`src/rtl/lbist_pkg.sv`:
```
package lbist_pkg;

    typedef enum logic [2:0] {
        ST_IDLE    = 3'd0,
        ST_SHIFT   = 3'd1,
        ST_CAPTURE = 3'd2,
        ST_UNLOAD  = 3'd3,
        ST_COMPARE = 3'd4
    } lbist_state_e;

endpackage

```
`src/rtl/lbist_prpg.sv`:
```
module lbist_prpg #(
    parameter int              WIDTH = 16,
    parameter logic [WIDTH-1:0] TAPS = 16'hB400
) (
    input  logic             clk,
    input  logic             rst_n,
    input  logic             load,
    input  logic [WIDTH-1:0] seed,
    input  logic             step,
    output logic [WIDTH-1:0] state
);

    logic feedback;
    assign feedback = ^(state & TAPS);

    always_ff @(posedge clk or negedge rst_n) begin
        if (!rst_n) begin
            state <= '0;
        end else if (load) begin
            state <= seed;
        end else if (step) begin
            state <= {state[WIDTH-2:0], feedback};
        end
    end

    // a non-zero seed never collapses the generator to the all-zero lock-up state
    p_seed_nonzero_r3: assert property (@(posedge clk) disable iff (!rst_n)
        (load && seed != '0) |=> (state != '0));

endmodule

```
`src/rtl/lbist_misr.sv`:
```
module lbist_misr #(
    parameter int               WIDTH  = 16,
    parameter logic [WIDTH-1:0] TAPS   = 16'hB400,
    parameter int               INPUTS = 4
) (
    input  logic              clk,
    input  logic              rst_n,
    input  logic              clear,
    input  logic              en,
    input  logic [INPUTS-1:0] din,
    output logic [WIDTH-1:0]  sig
);

    localparam int PAD_W = WIDTH - INPUTS;

    logic feedback;
    assign feedback = ^(sig & TAPS);

    always_ff @(posedge clk or negedge rst_n) begin
        if (!rst_n) begin
            sig <= '0;
        end else if (clear) begin
            sig <= '0;
        end else if (en) begin
            sig <= {sig[WIDTH-2:0], feedback} ^ {{PAD_W{1'b0}}, din};
        end
    end

    // clearing at launch leaves an all-zero signature on the next cycle
    p_clear_zero_r5: assert property (@(posedge clk) disable iff (!rst_n)
        clear |=> (sig == '0));

endmodule

```
`src/rtl/lbist_session_seq.sv`:
```
module lbist_session_seq
    import lbist_pkg::*;
#(
    parameter int                LFSR_W    = 16,
    parameter logic [LFSR_W-1:0] TAPS      = 16'hB400,
    parameter int                CHAINS    = 4,
    parameter int                CHAIN_LEN = 8,
    parameter int                PATTERNS  = 32,
    parameter int                SESSIONS  = 4,
    parameter logic [SESSIONS-1:0][LFSR_W-1:0] SEEDS    = {16'hC0DE, 16'h7F35, 16'h1D2B, 16'hACE1},
    parameter logic [SESSIONS-1:0][LFSR_W-1:0] EXP_SIGS = {16'h0000, 16'h0000, 16'h0000, 16'h0000},
    localparam int               IDX_W     = (SESSIONS > 1) ? $clog2(SESSIONS) : 1
) (
    input  logic              clk,
    input  logic              rst_n,
    input  logic              start_req,
    input  logic              func_idle,
    input  logic [CHAINS-1:0] scan_out,
    output logic              scan_en,
    output logic              capture_en,
    output logic [CHAINS-1:0] scan_in,
    output logic              busy,
    output logic              sess_done,
    output logic              sess_pass,
    output logic              fail_flag,
    output logic [IDX_W-1:0]  fail_sess,
    output logic              all_pass,
    output logic [IDX_W-1:0]  next_sess
);

    localparam int               BIT_W    = (CHAIN_LEN > 1) ? $clog2(CHAIN_LEN) : 1;
    localparam int               PAT_W    = (PATTERNS > 1) ? $clog2(PATTERNS) : 1;
    localparam logic [BIT_W-1:0] BIT_LAST = BIT_W'(CHAIN_LEN - 1);
    localparam logic [PAT_W-1:0] PAT_LAST = PAT_W'(PATTERNS - 1);
    localparam logic [IDX_W-1:0] IDX_LAST = IDX_W'(SESSIONS - 1);

    lbist_state_e       state_q, state_d;
    logic [BIT_W-1:0]   bit_q;
    logic [PAT_W-1:0]   pat_q;
    logic [LFSR_W-1:0]  prpg_q;
    logic [LFSR_W-1:0]  sig_q;
    logic               launch;
    logic               sig_match;

    assign launch    = (state_q == ST_IDLE) && start_req && func_idle;
    assign sig_match = (sig_q == EXP_SIGS[next_sess]);

    lbist_prpg #(.WIDTH(LFSR_W), .TAPS(TAPS)) prpg_i (
        .clk   (clk),
        .rst_n (rst_n),
        .load  (launch),
        .seed  (SEEDS[next_sess]),
        .step  (state_q == ST_SHIFT),
        .state (prpg_q)
    );

    lbist_misr #(.WIDTH(LFSR_W), .TAPS(TAPS), .INPUTS(CHAINS)) misr_i (
        .clk   (clk),
        .rst_n (rst_n),
        .clear (launch),
        .en    (scan_en),
        .din   (scan_out),
        .sig   (sig_q)
    );

    // state register
    always_ff @(posedge clk or negedge rst_n) begin
        if (!rst_n) state_q <= ST_IDLE;
        else        state_q <= state_d;
    end

    // transitions
    always_comb begin
        state_d = state_q;
        unique case (state_q)
            ST_IDLE:    if (launch)             state_d = ST_SHIFT;
            ST_SHIFT:   if (bit_q == BIT_LAST)  state_d = ST_CAPTURE;
            ST_CAPTURE: state_d = (pat_q == PAT_LAST) ? ST_UNLOAD : ST_SHIFT;
            ST_UNLOAD:  if (bit_q == BIT_LAST)  state_d = ST_COMPARE;
            ST_COMPARE: state_d = ST_IDLE;
            default:    state_d = ST_IDLE;
        endcase
    end

    // outputs decoded from the state
    always_comb begin
        scan_en    = (state_q == ST_SHIFT) || (state_q == ST_UNLOAD);
        capture_en = (state_q == ST_CAPTURE);
        scan_in    = (state_q == ST_SHIFT) ? prpg_q[CHAINS-1:0] : '0;
        busy       = (state_q != ST_IDLE);
    end

    // counters, session index and result flags
    always_ff @(posedge clk or negedge rst_n) begin
        if (!rst_n) begin
            bit_q     <= '0;
            pat_q     <= '0;
            next_sess <= '0;
            sess_done <= 1'b0;
            sess_pass <= 1'b0;
            fail_flag <= 1'b0;
            fail_sess <= '0;
            all_pass  <= 1'b0;
        end else begin
            sess_done <= 1'b0;
            if (launch) begin
                bit_q <= '0;
                pat_q <= '0;
            end
            if (scan_en) begin
                bit_q <= (bit_q == BIT_LAST) ? '0 : bit_q + BIT_W'(1);
            end
            if (capture_en) begin
                pat_q <= pat_q + PAT_W'(1);
            end
            if (state_q == ST_COMPARE) begin
                sess_done <= 1'b1;
                sess_pass <= sig_match;
                if (sig_match) begin
                    if (next_sess == IDX_LAST) begin
                        next_sess <= '0;
                        all_pass  <= 1'b1;
                    end else begin
                        next_sess <= next_sess + IDX_W'(1);
                    end
                end else begin
                    fail_flag <= 1'b1;
                    fail_sess <= next_sess;
                end
            end
        end
    end

    // a session only begins from a joint start request and idle indication
    p_launch_gated_r2: assert property (@(posedge clk) disable iff (!rst_n)
        $rose(busy) |-> $past(start_req && func_idle));

    // shifting and capturing never overlap
    p_scan_exclusive_r4: assert property (@(posedge clk) disable iff (!rst_n)
        !(scan_en && capture_en));

    // the completion indication is a single-cycle pulse
    p_done_pulse_r6: assert property (@(posedge clk) disable iff (!rst_n)
        sess_done |=> !sess_done);

    // passing the last session wraps the index and raises the overall pass flag
    p_wrap_r7: assert property (@(posedge clk) disable iff (!rst_n)
        (sess_done && sess_pass && $past(next_sess) == IDX_LAST)
            |-> (next_sess == '0 && all_pass));

    // a mismatch holds the index and records it as the failing session
    p_index_held_r8: assert property (@(posedge clk) disable iff (!rst_n)
        (sess_done && !sess_pass)
            |-> (next_sess == $past(next_sess) && fail_flag && fail_sess == next_sess));

    // the failure flag is sticky
    p_fail_sticky_r8: assert property (@(posedge clk) disable iff (!rst_n)
        fail_flag |=> fail_flag);

endmodule

```
`config.mk`:
```
export PLATFORM = sky130hd
export DESIGN_NAME = lbist_session_seq
export DESIGN_NICKNAME = d
export VERILOG_FILES = /design/src/rtl/lbist_pkg.sv /design/src/rtl/lbist_prpg.sv /design/src/rtl/lbist_misr.sv /design/src/rtl/lbist_session_seq.sv
export SDC_FILE = /design/constraint.sdc
export NUM_CORES = 1
export LEC_CHECK = 0
export CAP_MARGIN = 20
export CORE_MARGIN = 2
export CORE_UTILIZATION = 26
export DETAILED_ROUTE_END_ITERATION = 8
export PLACE_DENSITY = 0.49
export SLEW_MARGIN = 20
export SYNTH_ARGS = -nofsm -noshare
export SYNTH_HDL_FRONTEND = slang
export SYNTH_SLANG_ARGS = --single-unit
```
`constraint.sdc`:
```
create_clock -name clk -period 5.1 [get_ports clk]
set_clock_uncertainty 0.1 [all_clocks]
set_input_delay 1.02 -clock clk [delete_from_list [all_inputs] [get_ports clk]]
set_output_delay 1.02 -clock clk [all_outputs]
set_load 0.02 [all_outputs]
```
### Word-level counts from Yosys, hierarchy flattened

Cells that the tools add are included.
Widths: inputs -> output; s select.

| word-level totals | value |
|---|---|
| bits in registers | 51 |
| bits of input ports | 8 |
| output and inout port bits | 15 |

| operators by class | value |
|---|---|
| add/subtract/negate cells | 3 |
| mux-type cells | 21 |
| reduce and logical (&&, ||, !) cells | 14 |
| $lt $le $gt $ge | 1 |
| bitwise operators | 2 |
| equal/unequal tests | 11 |

Operators with widths:

| cell | number |
|---|---|
| $mux 16 | 6 |
| $bmux 16 s2 | 2 |
| $reduce_xor 16->1 | 2 |
| $mux 3 | 6 |
| $eq 16x16->1 | 1 |
| $xor 16x4->16 | 1 |
| $pmux 3 s4 | 1 |
| $mux 5 | 2 |
| $eq 3x2->1 const B | 2 |
| $eq 3x3->1 const B | 2 |
| $ne 2x2->1 const B | 3 |
| $reduce_and 3->1 | 2 |
| $reduce_bool 2->1 | 3 |
| $add 5x1->5 const B | 1 |
| $eq 5x5->1 const B | 1 |
| $mux 2 | 2 |
| $mux 4 | 1 |
| $reduce_and 2->1 | 2 |
| $add 3x1->3 const B | 1 |
| $eq 3x1->1 const B | 1 |
| $logic_not 3->1 | 1 |
| $lt 2x3->1 const B | 1 |
| $reduce_bool 3->1 | 1 |
| $add 2x1->2 const B | 1 |
| other kinds (5) | 6 |

### Logic depth before layout (Yosys ltp)

Gate-level depths: netlist of the first run.

| depth | value |
|---|---|
| depth after elaboration | 5 |
| mapped depth | 7 |

### Modules after synthesis

Synthesis of the first run repeated with hierarchy kept, for this count alone.

| unflattened totals | value |
|---|---|
| cell total of the unflattened synthesis | 231 |
| area, all modules | 2,511.2 µm² |

Modules (own cells, without submodules):

| module | times used | cells each | seq. area each (µm²) | area each (µm²) |
|---|---|---|---|---|
| lbist_session_seq | 1 | 98 | 475.5 | 1,006.0 |
| lbist_prpg | 1 | 73 | 400.4 | 780.7 |
| lbist_misr | 1 | 60 | 400.4 | 724.4 |

### Worst setup path before layout of the first run

OpenSTA, ideal clock, no wires.

| timing | value |
|---|---|
| path kind | reg-to-output |
| start point | register state_q[2] |
| end point | output scan_in[0] |
| slack | 2.699 ns |
| data required time | 3.980 ns |
| cell stages (with the launch flop) | 7 |
| arrival | 1.281 ns |
| path buffers | 2 |
| cells stage by stage | dfrtp_1 > nand2b_1 > buf_4 > nor2_4 > buf_2 > nand2_1 > inv_1 |

| between the ends | value |
|---|---|
| longest elaborated chain between the ends | 2 |

Ends and longest elaborated chain:

| item | RTL line | text |
|---|---|---|
| start: declaration | lbist_session_seq.sv:37 | `lbist_state_e state_q, state_d;` |
| start signal: assignment | lbist_session_seq.sv:69 | `else state_q <= state_d;` |
| $eq 3x1->1 | lbist_session_seq.sv:89 | `scan_in = (state_q == ST_SHIFT) ? prpg_q[CHAINS-1:0] : '0;` |
| $mux 4 | lbist_session_seq.sv:89 |  |
| end: declaration | lbist_session_seq.sv:21 | `output logic [CHAINS-1:0] scan_in,` |

No other way between the ends.

### Worst setup path in the final report of the first run

| timing | value |
|---|---|
| start point | register state_q[0] |
| end point | output scan_in[0] |

The elaborated chain is that of the path after synthesis.

==> results of run 1 <==
final cells by class:
type / count / area [sq um] / share of cell area
clock inverter: 2 / 60.1 / 0.0214
sequential: 51 / 1280 / 0.455
tap: 108 / 135 / 0.0482
multi-input combinational: 158 / 997 / 0.355
inverter: 11 / 41.3 / 0.0147
timing repair buffer: 23 / 223 / 0.0794
clock buffer: 6 / 72.6 / 0.0259
sequential cells by signal, indices dropped and copies added (netlist names):
signal        count
all_pass          1
bit_q             3
fail_flag         1
fail_sess         2
misr_i.sig       16
next_sess         2
pat_q             5
prpg_i.state     16
sess_done         1
sess_pass         1
state_q           3
worst max-delay path, cell delays in order (launching register included):
cell             delay (ns)
dfrtp_1                0.50
nand2b_1               0.59
nor2_4                 0.54
nand2_1                0.14
inv_1                  0.07
clkdlybuf4s50_1        0.59
where the power goes:
part	internal [uW]	leakage [uW]	switching [uW]
Combinational	80.8	0.000563	88.1
Sequential	462	0.000647	52.9
Clock	196	0.0000654	131
Total	738	0.00128	272
per-stage QoR:
step,setup slack (ns),total power [uW],utilization,std cells,hold WS [ns]
2_1_floorplan,2.70,640,-,231,0.349
3_3_place_gp,1.58,695,0.303,351,0.355
3_5_place_dp,1.58,695,0.303,351,0.356
4_1_cts,1.24,1020,0.319,359,0.381
5_1_grt,0.955,1070,0.319,359,0.406
6_report,1.24,1010,0.319,359,0.380
per-layer routing:
layer / routed length [um] / track usage / part of all wire / vias up
met1: 2230 / 0.134 / 0.47 / 801
met5: 0 / 0 / 0 / -
met4: 66 / 0.0316 / 0.014 / 0
met2: 2290 / 0.167 / 0.49 / 20
met3: 113 / 0.0232 / 0.024 / 6
li1: - / - / - / 825
synthesized netlist by cell type, types with 2 or more instances:
cell type  instances
dfrtp_1           51
nand2_1           44
o21ai_0           20
nand3_1           13
inv_1             11
ha_1               9
nor2_1             9
a21oi_1            8
xnor2_1            8
a31oi_1            5
clkbuf_1           5
a221o_1            4
buf_2              4
nand2b_1           3
nor3b_1            3
a21o_1             2
and2_1             2
and3_1             2
mux2_1             2
mux2_2             2
nor3_1             2
nor4_2             2
o211ai_1           2
o21a_1             2
o31ai_1            2
xor2_1             2
path summary, 6_finish.rpt:
check / end / slack [ns] / cells past startpoint
worst max register to register: prpg_i.state[2] / 2.32 / 5
worst max-delay path: scan_in[0] / 1.24 / 5
max in group asynchronous: misr_i.sig[2] / 3.74 / 2
min in group asynchronous: fail_sess[0] / 0.72 / 2
worst min-delay path: all_pass / 0.38 / 1
worst min register to register: all_pass / 0.38 / 1
kinds of logic after synthesis:
kind of cell	count (synthesis)	share of synthesized area
XOR/XNOR	10	0.0369
flip-flops	51	0.538
adder cells (fa/ha/maj)	9	0.0475
multiplexers	5	0.0232
buffers and inverters	22	0.0417
AO/OA/AOI/OAI	49	0.128
AND/OR/NAND/NOR	85	0.185
==> metrics.md, run 1 <==
| Metric | Value |
|---|---|
| Status | completed |
| Rows | 34 |
| Antenna violations before repair | 0 |
| Syn nets | 248 |
| Area contributors post-synth | dfrtp_1 (54%), nand2_1 (7.0%), ha_1 (4.7%) |
| Final Hold Fails | 0 |
| Crit end category | output port |
| Max FO, Critical Path | 28 |
| Main synth FF type | dfrtp_1 |
| Diodes inserted | 0 |
| Max IR drop VDD | 111 uV |
| Post-layout min period | 3.86 ns |
| Vias in the first global route | 1,639 |
| Setup bufs post-CTS | 0 |
| Port Buf Inserts | 22 |
| Drt total wl | roughly 4700 um |
| Yosys warns | 0 |
| NumNets Final | 267 |
| R2R Path Start | state_q[2] |
| Post-Syn Instances | 231 |
| First-pass GRT wire length | 8020 um |
| RSZ-0062 raised after global routing | no |
| Largest net degree at the start of global routing | 52 |
| Max Fclk | approximately 0.26 GHz |
| Setup violators final | 0 |
| Async set-or-reset flop fraction in the synthesized netlist | 1.00 |
| FILL cells | just under 900 |
| Synth Cell Area | about 2400 sq um |
| Relative slew margins | 0.321 |
| CTS buffer count | 5 |
| DP HPWL | 3150 um |
| Average wire per standard cell | roughly 13 um |
| Number of enable flip-flop cells after synthesis | 0 |
| Worst hold path class | reg2reg |
| Max clock buf depth | 2 |
| Clk sink count | 51 |
| Layout cells sized above 1 | 0.0757 |
| #FFs+latches synth | 51 |
| Post-CTS Resized | 0 |
| Mean Syn Cell Area | 10.3 sq um |
| DP Area | 2670 sq um |
| Slew Limit Fails | 0 |
| Initial core utilization | 0.269 |
| Crit Path Category | reg2out |
| Area Growth Syn to Fin | 18.2% |
| IO Pins | 23 |
| Max_cap viols | 0 |
| Worst slew pin tran | 1.02 ns |
| Post-route cell area | 2810 sq um |
| Leakage | 0.00128 uW |
| Worst setup SP type | register |
| Root Driver | clkbuf_8 |
| # DRC | 0 |
| Die Area | 9900 sq um |
| H-tree levels | 2 |
| Overall routing resource usage | 0.102 |
| CP required | 3.98 ns |
| Later-pin clock latency in the skew report | 0.30 ns |
| Routed vias | roughly 1,700 |
| Drt first-iter violations | 158 |
| Final GP Congestion | about 0.74 |
| Die H | 99.5 um |
| CTS clk-pin slew, worst paths | 0.10 ns |
| Core area | between 8000 and 9000 sq um |
| CP startpoint | state_q[0] |
| CTS Hold Bufs | 0 |
| Most common cell after layout, fill and taps aside | dfrtp_1 |
| Distinct cell type count after synthesis | 38 |
| Period utilisation layout | 0.757 |
| Most frequent cells in the layout | dfrtp_1 (51), nand2_1 (44), clkdlybuf4s50_1 (21) |
| Top cell type's share of synthesized area | 0.538 |
| Gr ovfl total | 0 |
| Hold Startpoint | all_pass |
| Detailed-route vias per instance | between 4 and 5 |
| Final TNS setup | 0 ns |
| Die Wd | 99.5 um |
| PwrDens | 360 nW/um^2 |
| Number of routed nets with antenna violations | 0 |
| Drt first pass iters | 4 |
| Area leader, netlist | dfrtp_1 |
| TritonCTS clock tree | yes |
| Sequential-to-total area share from yosys stat | 0.538 |
| Crit path DAT | 2.74 ns |
Note: power is estimated with default switching activity, not from simulation.
==> run 2: changes to the inputs <==
==> constraint.sdc (replaced) <==
create_clock -name clk -period 3.9 [get_ports clk]
set_clock_uncertainty 0.1 [all_clocks]
set_input_delay 0.78 -clock clk [delete_from_list [all_inputs] [get_ports clk]]
set_output_delay 0.78 -clock clk [all_outputs]
set_load 0.02 [all_outputs]
==> run 2 against run 1 <==
  * Via count rose by 2.2%
  * Routed wire length up 3.0%
  * Register-to-register slack got worse by 0.68 ns
  * Core utilization is 0.057 points higher
  * Highest routed layer unchanged
==> metrics.md, run 2 (same netlist as run 1, synthesis figures left out) <==
| Metric | Value |
|---|---|
| Overall routing resource usage | 0.105 (was 0.102) |
| Number of routed nets with antenna violations | 0 (unchanged) |
| PwrDens | 454 nW/um^2 (was 360 nW/um^2) |
| Post-route cell area | 2810 sq um (about the same) |
| DP Area | 2700 sq um (was 2670 sq um) |
| Most frequent cells in the layout | dfrtp_1 (51), nand2_1 (44), clkdlybuf4s50_1 (21) (unchanged) |
| R2r setup slk | 1.64 ns (was 2.32 ns) |
| Worst hold path class | reg2reg (unchanged) |
| Antenna violations before repair | 0 (unchanged) |
| Drt first pass iters | 4 (unchanged) |
| Final GP Congestion | 0.728 (was 0.737) |
| CTS clk-pin slew, worst paths | 0.10 ns (about the same) |
| Worst Reg-to-Reg Cells | 5 (unchanged) |
| Slew Limit Fails | 0 (unchanged) |
| Detailed-route vias per instance | 4.66 (was 4.60) |
| Diodes inserted | 0 (unchanged) |
| CP required | 3.02 ns (was 3.98 ns) |
| Pre-CTS WS | 0.978 ns (was 1.58 ns) |
| Max Fclk | approximately 0.30 GHz |
| NumNets Final | 270 (was 267) |
| Crit end category | output port (unchanged) |
| Die Area | 9900 sq um (unchanged) |
| Worst setup SP type | register (unchanged) |
| Largest net degree at the start of global routing | 31 (was 52) |
| Leakage | 0.00128 uW (about the same) |
| Setup bufs post-CTS | 0 (unchanged) |
| Drt total wl | 4840 um (was 4700 um) |
| CTS buffer count | 5 (unchanged) |
| Initial core utilization | 0.269 (unchanged) |
| Crit path DAT | 2.41 ns (was 2.74 ns) |
| Worst slew pin tran | 0.711 ns (was 1.02 ns) |
| Port Buf Inserts | 22 (unchanged) |
| Max_cap viols | 0 (unchanged) |
| Post-CTS Resized | 0 (unchanged) |
| Max IR drop VDD | 180 uV (was 111 uV) |
| Worst Hold End | all_pass (unchanged) |
| Max FO, Critical Path | 17 (was 28) |
| Layout cells sized above 1 | 0.0906 (was 0.0757) |
| Vias in the first global route | 1,665 (was 1,639) |
| # DRC | 0 (unchanged) |
| Setup violators final | 0 (unchanged) |
| Gr ovfl total | 0 (unchanged) |
| IO Pins | 23 (unchanged) |
| Root Driver | clkbuf_8 (unchanged) |
| Clk sink count | 51 (unchanged) |
| Relative slew margins | 0.526 (was 0.321) |
| Average wire per standard cell | 13.4 um (was 13.1 um) |
| Post-layout min period | 3.29 ns |
| Routed vias | 1,688 (was 1,652) |
| R2r endpoint | prpg_i.state[3] (was prpg_i.state[2]) |
| R2R Path Start | state_q[2] (unchanged) |
| Max clock buf depth | 2 (unchanged) |
| Die H | 99.5 um (unchanged) |
| H-tree levels | 2 (unchanged) |
| Most common cell after layout, fill and taps aside | dfrtp_1 (unchanged) |
| CTS Hold Bufs | 0 (unchanged) |
| First-pass GRT wire length | 8180 um (was 8020 um) |
| Final Hold Fails | 0 (unchanged) |
| Rows | 34 (unchanged) |
| Status | completed (unchanged) |
| Final setup margin | 0.611 ns (was 1.24 ns) |
| DP HPWL | 3400 um (was 3150 um) |
| Crit Path Category | reg2out (unchanged) |
| Hold Startpoint | all_pass (unchanged) |
| Period utilisation layout | 0.843 |
| Die Wd | 99.5 um (unchanged) |
| Top Registers | misr_i.sig: 16 flops, prpg_i.state: 16 flops, pat_q: 5 flops (unchanged) |
| WHS Path Cells | 1 (unchanged) |
| RSZ-0062 raised after global routing | no (unchanged) |
| Core area | 8810 sq um (unchanged) |
| TritonCTS clock tree | yes (unchanged) |
| Later-pin clock latency in the skew report | 0.31 ns (was 0.30 ns) |
| Area Growth Syn to Fin | 18.5% (was 18.2%) |
| Final TNS setup | 0 ns (unchanged) |
| FILL cells | 896 (was 889) |
| Hold_ws | 0.375 ns (was 0.380 ns) |
| Drt first-iter violations | 100 (was 158) |
## run 2: routing by layer
layer	global-route usage	up-vias	wire, um
met4	0.0411	0	82
met5	0	-	0
met1	0.135	818	2260
li1	-	840	-
met3	0.0218	6	115
met2	0.173	24	2390
## run 2: how the worst max path moves through the flow
stage / endpoint / from / slack [ns] / depth (start not counted)
after floorplan: scan_in[0] / state_q[2] / 1.74 / 6
after global placement: scan_in[3] / state_q[2] / 1.01 / 5
after detailed placement: scan_in[3] / state_q[2] / 0.98 / 5
after CTS: scan_in[3] / state_q[2] / 0.59 / 5
after global routing: scan_in[1] / state_q[0] / 0.40 / 5
final: scan_in[3] / state_q[2] / 0.61 / 5
## run 2: power breakdown
part	switching [uW]	total, uW	internal [uW]
Clock	183	376	193
Combinational	117	225	108
Sequential	71.8	675	603
Total	371	1280	905
## run 2: layout make-up
type	instances	area [sq um]	area share
Sequential cell	51	1280	0.454
Multi-Input combinational cell	158	997	0.355
Timing Repair Buffer	26	245	0.0873
Tap cell	108	135	0.0481
Clock buffer	5	68.8	0.0245
Clock inverter	3	46.3	0.0165
Inverter	11	41.3	0.0147
## run 2: worst max-delay path: stages, from the launching register on
cell and delay, ns:
dfrtp_1 0.46, nand2b_1 0.41, nor2_4 0.43, nand2_1 0.14, inv_1 0.07, clkdlybuf4s50_1 0.59
## run 2: through the flow
| step | std cells | utilization | total power (uW) |
|---|---|---|---|
| final | 362 | 0.319 | 1280 |
| after global routing | 362 | 0.319 | 1360 |
| after CTS | 362 | 0.319 | 1300 |
| after detailed placement | 354 | 0.306 | 914 |
| after global placement | 354 | 0.306 | 914 |
| after floorplan | 231 | - | 836 |
